`config.mk`:
```
export PLATFORM = sky130hd
export DESIGN_NAME = flowlet_pin
export DESIGN_NICKNAME = d
export VERILOG_FILES = /design/src/rtl/flowlet_pin.sv
export SDC_FILE = /design/constraint.sdc
export NUM_CORES = 1
export LEC_CHECK = 0
export CORE_ASPECT_RATIO = 1.4
export CORE_MARGIN = 4
export CORE_UTILIZATION = 30
export CTS_BUF_LIST = sky130_fd_sc_hd__clkbuf_8
export CTS_CLUSTER_SIZE = 14
export DETAILED_ROUTE_END_ITERATION = 7
export PLACE_DENSITY = 0.41
export SYNTH_ARGS = -nofsm -noshare
export SYNTH_HDL_FRONTEND = slang
export SYNTH_SLANG_ARGS = --single-unit
```
`constraint.sdc`:
```
create_clock -name clk -period 8.8 [get_ports clk]
set_clock_uncertainty 0.1 [all_clocks]
set_input_delay 1.32 -clock clk [delete_from_list [all_inputs] [get_ports clk]]
set_output_delay 1.32 -clock clk [all_outputs]
set_load 0.05 [all_outputs]
```
`src/rtl/flowlet_pin.sv`:
```
module flowlet_pin #(
  parameter int IDX_W = 4,
  parameter int DST_W = 4,
  parameter int HOP_W = 3,
  parameter int TS_W  = 16
) (
  input  logic             clk,
  input  logic             rst_n,
  input  logic             pkt_valid,
  input  logic [IDX_W-1:0] pkt_hash,
  input  logic [DST_W-1:0] pkt_dst,
  input  logic [TS_W-1:0]  now,
  input  logic [TS_W-1:0]  gap_thresh,
  output logic [DST_W-1:0] best_dst,
  input  logic [HOP_W-1:0] best_hop,
  output logic             out_valid,
  output logic             out_new,
  output logic [HOP_W-1:0] out_hop
);
  localparam int ENTRIES = 1 << IDX_W;

  logic [TS_W-1:0]    ts_q  [ENTRIES];
  logic [HOP_W-1:0]   hop_q [ENTRIES];
  logic [ENTRIES-1:0] seen_q;

  logic [TS_W-1:0]  rd_ts, gap;
  logic [HOP_W-1:0] rd_hop, pick;
  logic             rd_seen, expired;

  assign best_dst = pkt_dst;
  assign rd_ts    = ts_q[pkt_hash];
  assign rd_hop   = hop_q[pkt_hash];
  assign rd_seen  = seen_q[pkt_hash];
  assign gap      = now - rd_ts;
  assign expired  = !rd_seen || (gap > gap_thresh);
  assign pick     = expired ? best_hop : rd_hop;

  always_ff @(posedge clk) begin
    if (pkt_valid) begin
      ts_q[pkt_hash]  <= now;
      hop_q[pkt_hash] <= pick;
    end
  end

  always_ff @(posedge clk) begin
    if (!rst_n) begin
      seen_q    <= '0;
      out_valid <= 1'b0;
      out_new   <= 1'b0;
      out_hop   <= '0;
    end else begin
      out_valid <= pkt_valid;
      out_new   <= pkt_valid && expired;
      if (pkt_valid) begin
        seen_q[pkt_hash] <= 1'b1;
        out_hop          <= pick;
      end
    end
  end
endmodule


```
==> flow_summary.toml, run 1 <==
[global_routing]
initial_antenna_violation_count = 1
global_route.usage.total_pct = 14.5
number_of_global_route_vias_before_repair = 7531
first_pass_grt_wire_length_um = 51800
grt_start_max_net_pins = 50
globalRouteOverflowTotal = 0

[placed_design]
io_buffer_count = 46
detailed_place_hpwl_um = 21900
detailed_place.area_mm2 = 0.0149
globalplace.congestion = 0.744

[route]
vias = 6891
drt-vias-per-instance = 4.85
drt-pass1-iter-count = 4
routed_wirelength_um = 35600
dr.first_iter.drc_count = 397
wl_per_cell_um = 25.1
postRouteAntennaNets = 0
drc_errors = 0

[setup_path]
arrival_time_at_the_worst_endpoint_ns = 7.05
path_type_of_the_worst_setup_path = "input pin to flop"
crit_chain = "buf_4, buf_4, mux4_1, mux4_2, inv_1, ha_1, o21a_1, nor2_1, a21oi_1, nor3b_1, o22ai_1, xnor2_1, ha_1, and3_1, nand4_1, a21oi_1, nor3_1, o21ai_2, mux2_2, o21ba_1"
worst_path_max_delay_cell = "sky130_fd_sc_hd__mux4_1"
crit_path_end_kind = "flop"
worst_path_dominant_cell_family = "multiplexers"
worst-endpoint-required_ns = 9.19
cp_slowest_stage_delay_ns = 0.64
crit_path_max_fanout = 41
worst_setup_sp_type = "input pin"
worst-path-buf-inv = 3

[clock_network]
cts.root.buffer_cell = "sky130_fd_sc_hd__clkbuf_8"
cts.clk_slew.worst_paths_ns = 0.06
holdBufCountCts = 0
postCtsSetupRepairBufs = 0
cts_resized = 0
cts_max_path_buffers = 3
tritoncts.num_buffers = 51
htree_num_levels = 2
tritoncts = "done"
clock_latency_ns = 0.60
cts_num_sinks = 325

[synth]
ys_ff_latch = 325
post_synth_arst_share_pct = 0
main_combinational_cell_family_by_area_after_synthesis = "multiplexers"
synth_flop_cell = "sky130_fd_sc_hd__edfxtp_1"
syn_nets = 758
netlist.top_cell.by_area = "sky130_fd_sc_hd__edfxtp_1"
post_synth_num_cell_types = 53
ys.warnings.count = 0
number_of_instances_in_the_synthesized_netlist = 679
fraction_of_synthesized_area_in_multiplexers_pct = 17.2
synth.most_common_cell = "sky130_fd_sc_hd__edfxtp_1"
syn_area_mm2 = 0.0137
synth.top_cell.area_share_pct = 66.6
synthesized_area_fraction_occupied_by_ao_oa_aoi_and_oai_cells_pct = 3.99
post_synth_fa_ha_maj_area_fraction_pct = 3.07
synth_seq_area_share_pct = 69.6
synth_area_leaders = "sky130_fd_sc_hd__edfxtp_1, sky130_fd_sc_hd__mux4_2, sky130_fd_sc_hd__mux4_1"
synth.top_cells.by_count = "sky130_fd_sc_hd__edfxtp_1, sky130_fd_sc_hd__mux4_2, sky130_fd_sc_hd__mux4_1, sky130_fd_sc_hd__inv_1, sky130_fd_sc_hd__ha_1"
average_footprint_of_a_synthesized_cell_um2 = 20.2
post_synth_and_or_nand_nor_area_fraction_pct = 2.45
synth_xor_area_share_pct = 0.885
post_synth_edffs = 304

[power]
vdd_ir_drop_max_mv = 0.101
post-layout-total-power_mw = 3.22
power.leakage_nw = 5.41
powerDensity_mw_per_mm2 = 204

[outcome]
status = "finished clean"

[floorplan]
start_util_pct = 30.4
ioPinCount = 55
die_height_um = 261
floorplan.rows = 92
coreArea_mm2 = 0.0451
floorplan.die_area_mm2 = 0.0492
die_x_um = 189

[sta]
worst_hold_slack_ns = 0.356
setup-violations-final = 0
timing.final.crit_share_pct = 75.6
worst_slew_margin_rel_pct = 31.6
hold_violations = 0
setup_total_negative_slack_ns = 0
rsz0062_at_grt = "false"
final_period_minus_worst_setup_slack_ns = 6.65
maxSlewViolCount = 0
max_freq_mhz = 150
worstMarginPinSlew_ns = 1.02

[layout]
layout.nets = 850
fillers = 4360
fin_util_pct = 35.1
finish.instance_area_mm2 = 0.0158
layout_cell_share_with_drive_strength_beyond_1_pct = 20.3
areaGrowthSynthToFinish_pct = 15.4
sequential_cell_area_mm2 = 0.00955
multi_input_area_mm2 = 0.00383

[job]
drv.max_cap_violation_count = 0

[min_path]
worst_hold_path_type = "flop to flop"
-- power breakdown --
group	internal, mW	switching (mW)
Clock	0.581	0.576
Combinational	0.148	0.190
Sequential	1.72	0.00686
Total	2.45	0.773
-- registers in the layout, indices dropped and copies added, names as in the netlist --
signal	flops
out_new	1
out_valid	1
seen_q	16
ts_q	256
hop_q	48
out_hop	3
-- cell usage in the layout, fill, tap and decap left out, drive strengths merged, types with 3 or more instances in the layout --
cell type / n
a21boi: 3
a22oi: 8
and4: 3
ha: 32
clkdlybuf4s50: 43
and2: 5
clkbuf: 52
xor2: 4
xnor2: 9
nor3: 7
a21o: 8
nand4: 4
o21a: 19
dfxtp: 21
o21ba: 3
nor2: 19
edfxtp: 304
inv: 53
buf: 27
nand2: 8
clkinv: 20
a21oi: 13
mux4: 96
nor2b: 5
mux2: 3
o21ai: 10
nand3: 5
-- cells by family after synthesis --
logic type / Yosys count
adders and majority gates: 33
DFF: 325
buffers and inverters: 66
muxes: 99
xor gates and xnor gates: 13
and+or+nand+nor: 65
AOI/OAI and AO/OA: 78
-- final timing paths --
path	slack [ns]	cells after the start	endpoint	from
worst max-delay path	2.15	20	out_hop[2]$_SDFFE_PN0P_	pkt_hash[0]
worst min register to register	0.36	1	seen_q[1]$_SDFFE_PN0P_	seen_q[1]$_SDFFE_PN0P_
worst max register to register	3.57	18	out_hop[2]$_SDFFE_PN0P_	ts_q[1][7]$_DFFE_PP_
worst min-delay path	0.36	1	seen_q[1]$_SDFFE_PN0P_	seen_q[1]$_SDFFE_PN0P_
-- layer usage --
metal	vias up	GRT usage (%)	share of wire, %
met4	0	4.48	2.3
li1	3011	-	-
met3	42	2.24	3.0
met2	128	26.8	53
met1	3710	17.5	41
met5	-	0	0
-- layout make-up --
type                       instances  area share, %
antenna                            1         0.0158
clock buffer                      52           4.52
clock inverter                    39           1.27
inverter                          35          0.830
multi-input combinational        288           24.2
sequential                       325           60.3
tap                              611           4.83
timing repair buffer              70           3.98
-- through the flow --
step / worst slack, ns / std cells
after global placement: 1.55 / 1329
after detailed placement: 1.50 / 1329
after floorplan: 2.73 / 679
final: 2.15 / 1421
after global routing: 1.80 / 1421
after CTS: 2.11 / 1420
Note: power is estimated with default switching activity, not from simulation.
==> run 2, diff against run 1 <==
==> constraint.sdc (replaced) <==
create_clock -name clk -period 6.96 [get_ports clk]
set_clock_uncertainty 0.1 [all_clocks]
set_input_delay 1.044 -clock clk [delete_from_list [all_inputs] [get_ports clk]]
set_output_delay 1.044 -clock clk [all_outputs]
set_load 0.05 [all_outputs]
==> flow_summary.toml, run 2 (synthesis gave the netlist of run 1 again) <==
[global_routing]
number_of_global_route_vias_before_repair = 7625
grt_start_max_net_pins = 46
first_pass_grt_wire_length_um = 51700
globalRouteOverflowTotal = 0
global_route.usage.total_pct = 14.5
initial_antenna_violation_count = 2

[clock_network]
postCtsSetupRepairBufs = 0
cts.root.buffer_cell = "sky130_fd_sc_hd__clkbuf_8"
cts.clk_slew.worst_paths_ns = 0.06
htree_num_levels = 2
clock_latency_ns = 0.60
tritoncts.num_buffers = 51
tritoncts = "done"
cts_resized = 0
cts_max_path_buffers = 3
cts_num_sinks = 325
holdBufCountCts = 0

[outcome]
status = "finished clean"

[sta]
rsz0062_at_grt = "false"
worstMarginPinSlew_ns = 0.898
setup_total_negative_slack_ns = 0
final_period_minus_worst_setup_slack_ns = 6.12
timing.final.crit_share_pct = 87.9
maxSlewViolCount = 0
hold_violations = 0
max_freq_mhz = 163
worst_slew_margin_rel_pct = 40.1
setup-violations-final = 0
layout_setup_ws_ns = 0.842

[layout]
flip_flop_count_of_the_largest_register_all_copies_and_words_added = 256
largestRegisters = "ts_q: 256 flops, hop_q: 48 flops, seen_q: 16 flops"
sequential_cell_area_mm2 = 0.00955
fin_util_pct = 35.3
layout.cells.most_common_list = "sky130_fd_sc_hd__edfxtp_1, sky130_fd_sc_hd__clkbuf_8, sky130_fd_sc_hd__mux4_2"
largest_register = "ts_q"
layout_cell_share_with_drive_strength_beyond_1_pct = 22.1
fillers = 4313
multi_input_area_mm2 = 0.00383
areaGrowthSynthToFinish_pct = 16.2
layout.nets = 864
layout.cells.most_common = "sky130_fd_sc_hd__edfxtp_1"

[floorplan]
floorplan.rows = 92
ioPinCount = 55
start_util_pct = 30.4
coreArea_mm2 = 0.0451
die_height_um = 261
floorplan.die_area_mm2 = 0.0492
die_x_um = 189

[placed_design]
io_buffer_count = 46
globalplace.congestion = 0.741
dpl_worst_slack_ns = 0.112
detailed_place_hpwl_um = 21800

[route]
vias = 6873
dr.first_iter.drc_count = 404
drt-pass1-iter-count = 4
routed_wirelength_um = 35600
wl_per_cell_um = 24.9
postRouteAntennaNets = 0
drc_errors = 0
drt-vias-per-instance = 4.81

[power]
powerDensity_mw_per_mm2 = 257
power.leakage_nw = 5.47
vdd_ir_drop_max_mv = 0.119

[setup_path]
crit_path_end_kind = "flop"
crit_path_max_fanout = 38
r2r_slack_ns = 1.78
worst_setup_sp_type = "input pin"
path_type_of_the_worst_setup_path = "input pin to flop"
worst-endpoint-required_ns = 7.35
arrival_time_at_the_worst_endpoint_ns = 6.50

[job]
drv.max_cap_violation_count = 0

[min_path]
worst_hold_path_type = "flop to flop"
## run 2: power breakdown
part           switching (mW)  total (mW)  internal, mW
clock network           0.728        1.48         0.749
registers             0.00879        2.19          2.18
logic                   0.238       0.434         0.197
total                   0.974        4.10          3.12
## run 2: layout make-up
cell class	count	area share, %
Timing Repair Buffer	84	4.70
Clock inverter	30	0.997
Tap cell	611	4.80
Multi-Input combinational cell	288	24.0
Inverter	35	0.825
Clock buffer	54	4.67
Antenna cell	2	0.0314
Sequential cell	325	59.9
## run 2: worst max-delay path, cell delays in order
cell	delay (ns)
sky130_fd_sc_hd__buf_4	0.56
sky130_fd_sc_hd__buf_4	0.31
sky130_fd_sc_hd__mux4_1	0.55
sky130_fd_sc_hd__mux4_2	0.49
sky130_fd_sc_hd__inv_1	0.08
sky130_fd_sc_hd__ha_1	0.29
sky130_fd_sc_hd__and2_1	0.17
sky130_fd_sc_hd__a22o_1	0.20
sky130_fd_sc_hd__or3_1	0.31
sky130_fd_sc_hd__o221ai_1	0.25
sky130_fd_sc_hd__o311ai_1	0.14
sky130_fd_sc_hd__ha_1	0.30
sky130_fd_sc_hd__and3_1	0.20
sky130_fd_sc_hd__nand3_1	0.09
sky130_fd_sc_hd__o21ai_0	0.19
sky130_fd_sc_hd__nor3_1	0.10
sky130_fd_sc_hd__buf_4	0.14
sky130_fd_sc_hd__o21ai_2	0.29
sky130_fd_sc_hd__mux2_2	0.51
sky130_fd_sc_hd__o21ba_1	0.21
## run 2: per-layer routing
layer  part of all wire [%]  routed length [um]  up-vias  track usage (%)
li1                       -                   -     3036                -
met1                     40               14300     3634             17.2
met2                     54               19100      149             26.8
met3                    3.9                1370       54             2.52
met4                    2.5                 875        0             4.54
met5                      0                   0        -                0
## run 2: per-stage QoR
stage / instance area (um2) / instances / hold slack (ns) / power (mW)
after detailed placement: 15000 / 1343 / 0.347 / 2.67
after global routing: 15900 / 1429 / 0.383 / 4.30
final: 15900 / 1429 / 0.360 / 4.10
after CTS: 15900 / 1427 / 0.362 / 4.17
after global placement: 15000 / 1343 / 0.338 / 2.67
after floorplan: 13700 / 679 / 0.332 / 2.51
## run 2: worst paths after layout
kind	start	endpoint	depth (start not counted)
min	seen_q[3]$_SDFFE_PN0P_	seen_q[3]$_SDFFE_PN0P_	1
max	pkt_hash[0]	out_hop[2]$_SDFFE_PN0P_	20
max reg2reg	ts_q[11][7]$_DFFE_PP_	out_hop[2]$_SDFFE_PN0P_	19
min reg2reg	seen_q[3]$_SDFFE_PN0P_	seen_q[3]$_SDFFE_PN0P_	1
==> run 3, diff against run 2 <==
--- a/config.mk
+++ b/config.mk
@@ -9,7 +9,6 @@
 export CORE_MARGIN = 4
 export CORE_UTILIZATION = 30
 export CTS_BUF_LIST = sky130_fd_sc_hd__clkbuf_8
-export CTS_CLUSTER_SIZE = 14
 export DETAILED_ROUTE_END_ITERATION = 7
 export PLACE_DENSITY = 0.41
 export SYNTH_ARGS = -nofsm -noshare
==> flow_summary.toml, run 3 (synthesis gave the netlist of run 1 again) <==
[placed_design]
globalplace.congestion = 0.741
io_buffer_count = 46
detailed_place.area_mm2 = 0.0150
detailed_place_hpwl_um = 21800

[setup_path]
cp_slowest_stage_delay_ns = 0.56
r2r_slack_ns = 1.78
cp-endpoint = "out_hop[2]$_SDFFE_PN0P_"
crit-reg2reg-launch = "ts_q[11][7]$_DFFE_PP_"
path_type_of_the_worst_setup_path = "input pin to flop"
arrival_time_at_the_worst_endpoint_ns = 6.49
critical-path-top-cell-by-count = "sky130_fd_sc_hd__buf_4"
crit_chain = "buf_4, buf_4, mux4_1, mux4_2, inv_1, ha_1, and2_1, a22o_1, or3_1, o221ai_1, o311ai_1, ha_1, and3_1, nand3_1, o21ai_0, nor3_1, buf_4, o21ai_2, mux2_2, o21ba_1"
worst_setup_sp_type = "input pin"
crit_path_end_kind = "flop"
critPathLaunch = "pkt_hash[0]"
crit_path_max_fanout = 38
reg2reg_depth = 19
worst_path_max_delay_cell = "sky130_fd_sc_hd__buf_4"
worst-endpoint-required_ns = 7.34
reg2reg_to = "out_hop[2]$_SDFFE_PN0P_"

[layout]
layout.cells.most_common_list = "sky130_fd_sc_hd__edfxtp_1, sky130_fd_sc_hd__clkbuf_8, sky130_fd_sc_hd__mux4_2"
flip_flop_count_of_the_largest_register_all_copies_and_words_added = 256
layout.nets = 864
largestRegisters = "ts_q: 256 flops, hop_q: 48 flops, seen_q: 16 flops"
layout.cells.most_common = "sky130_fd_sc_hd__edfxtp_1"
layout_cell_share_with_drive_strength_beyond_1_pct = 22.1
finish.instance_area_mm2 = 0.0159
areaGrowthSynthToFinish_pct = 16.2
largest_register = "ts_q"

[min_path]
worst_hold_path_type = "flop to flop"

[clock_network]
tritoncts = "done"
postCtsSetupRepairBufs = 0
cts_resized = 0
cts.root.buffer_cell = "sky130_fd_sc_hd__clkbuf_8"
cts_max_path_buffers = 3
tritoncts.num_buffers = 51
clock_latency_ns = 0.59
htree_num_levels = 2
holdBufCountCts = 0
cts_num_sinks = 325
cts.clk_slew.worst_paths_ns = 0.06

[floorplan]
floorplan.rows = 92
floorplan.die_area_mm2 = 0.0492
ioPinCount = 55
die_height_um = 261
start_util_pct = 30.4
die_x_um = 189
coreArea_mm2 = 0.0451

[sta]
timing.final.crit_share_pct = 87.8
max_freq_mhz = 164
hold_violations = 0
worst_slew_margin_rel_pct = 40.0
maxSlewViolCount = 0
final_period_minus_worst_setup_slack_ns = 6.11
setup-violations-final = 0
setup_total_negative_slack_ns = 0
worstMarginPinSlew_ns = 0.899
rsz0062_at_grt = "false"

[global_routing]
initial_antenna_violation_count = 2
number_of_global_route_vias_before_repair = 7602
first_pass_grt_wire_length_um = 51600
global_route.usage.total_pct = 14.5
grt_start_max_net_pins = 46
globalRouteOverflowTotal = 0

[route]
drc_errors = 0
postRouteAntennaNets = 0
dr.first_iter.drc_count = 415
wl_per_cell_um = 24.9
drt-vias-per-instance = 4.76
vias = 6806
routed_wirelength_um = 35500
drt-pass1-iter-count = 4

[power]
powerDensity_mw_per_mm2 = 257
vdd_ir_drop_max_mv = 0.118
power.leakage_nw = 5.47

[job]
drv.max_cap_violation_count = 0

[outcome]
status = "finished clean"
==> run 3: worst min path at each step <==
stage                             from                 endpoint  slack [ns]  cells after the start
3_5_place_dp    seen_q[4]$_SDFFE_PN0P_   seen_q[4]$_SDFFE_PN0P_        0.35                      1
5_1_grt         seen_q[5]$_SDFFE_PN0P_   seen_q[5]$_SDFFE_PN0P_        0.38                      1
2_1_floorplan  seen_q[13]$_SDFFE_PN0P_  seen_q[13]$_SDFFE_PN0P_        0.33                      1
4_1_cts         seen_q[4]$_SDFFE_PN0P_   seen_q[4]$_SDFFE_PN0P_        0.36                      1
3_3_place_gp    seen_q[5]$_SDFFE_PN0P_   seen_q[5]$_SDFFE_PN0P_        0.34                      1
6_report        seen_q[4]$_SDFFE_PN0P_   seen_q[4]$_SDFFE_PN0P_        0.36                      1
==> run 3: area by class of cell <==
| cell class | instances | area (um2) |
|---|---|---|
| multi-input combinational | 288 | 3830 |
| tap | 611 | 764 |
| inverter | 35 | 131 |
| sequential | 325 | 9550 |
| clock buffer | 54 | 743 |
| timing repair buffer | 84 | 748 |
| antenna | 2 | 5.00 |
| fill | 4316 | 29200 |
| clock inverter | 30 | 159 |
==> run 3: critical path: cells and delay by family <==
family	cells	cell delay [ns]
buf+inv	4	1.08
fa+ha+maj	2	0.59
compound gates	6	1.27
mux	3	1.55
simple gates	5	0.87
==> run 3: routing by layer <==
layer	up-vias	wire (um)	GRT usage, %
met1	3578	14300	17.2
met4	0	852	4.43
li1	3037	-	-
met5	-	0	0
met3	55	1320	2.51
met2	136	19000	26.9
==> run 3: stage by stage <==
step	hold slack (ns)	setup WS [ns]	instances	power [mW]	utilization, %
floorplan	0.332	1.16	679	2.51	-
detailed placement	0.347	0.112	1343	2.67	33.3
CTS	0.362	0.764	1427	4.17	35.3
global placement	0.338	0.252	1343	2.67	33.3
global route	0.384	0.445	1429	4.30	35.3
finish	0.360	0.846	1429	4.10	35.3
==> run 3: power by group <==
part	switching (mW)	internal, mW
clock network	0.727	0.749
logic	0.237	0.197
registers	0.00879	2.18
total	0.973	3.12
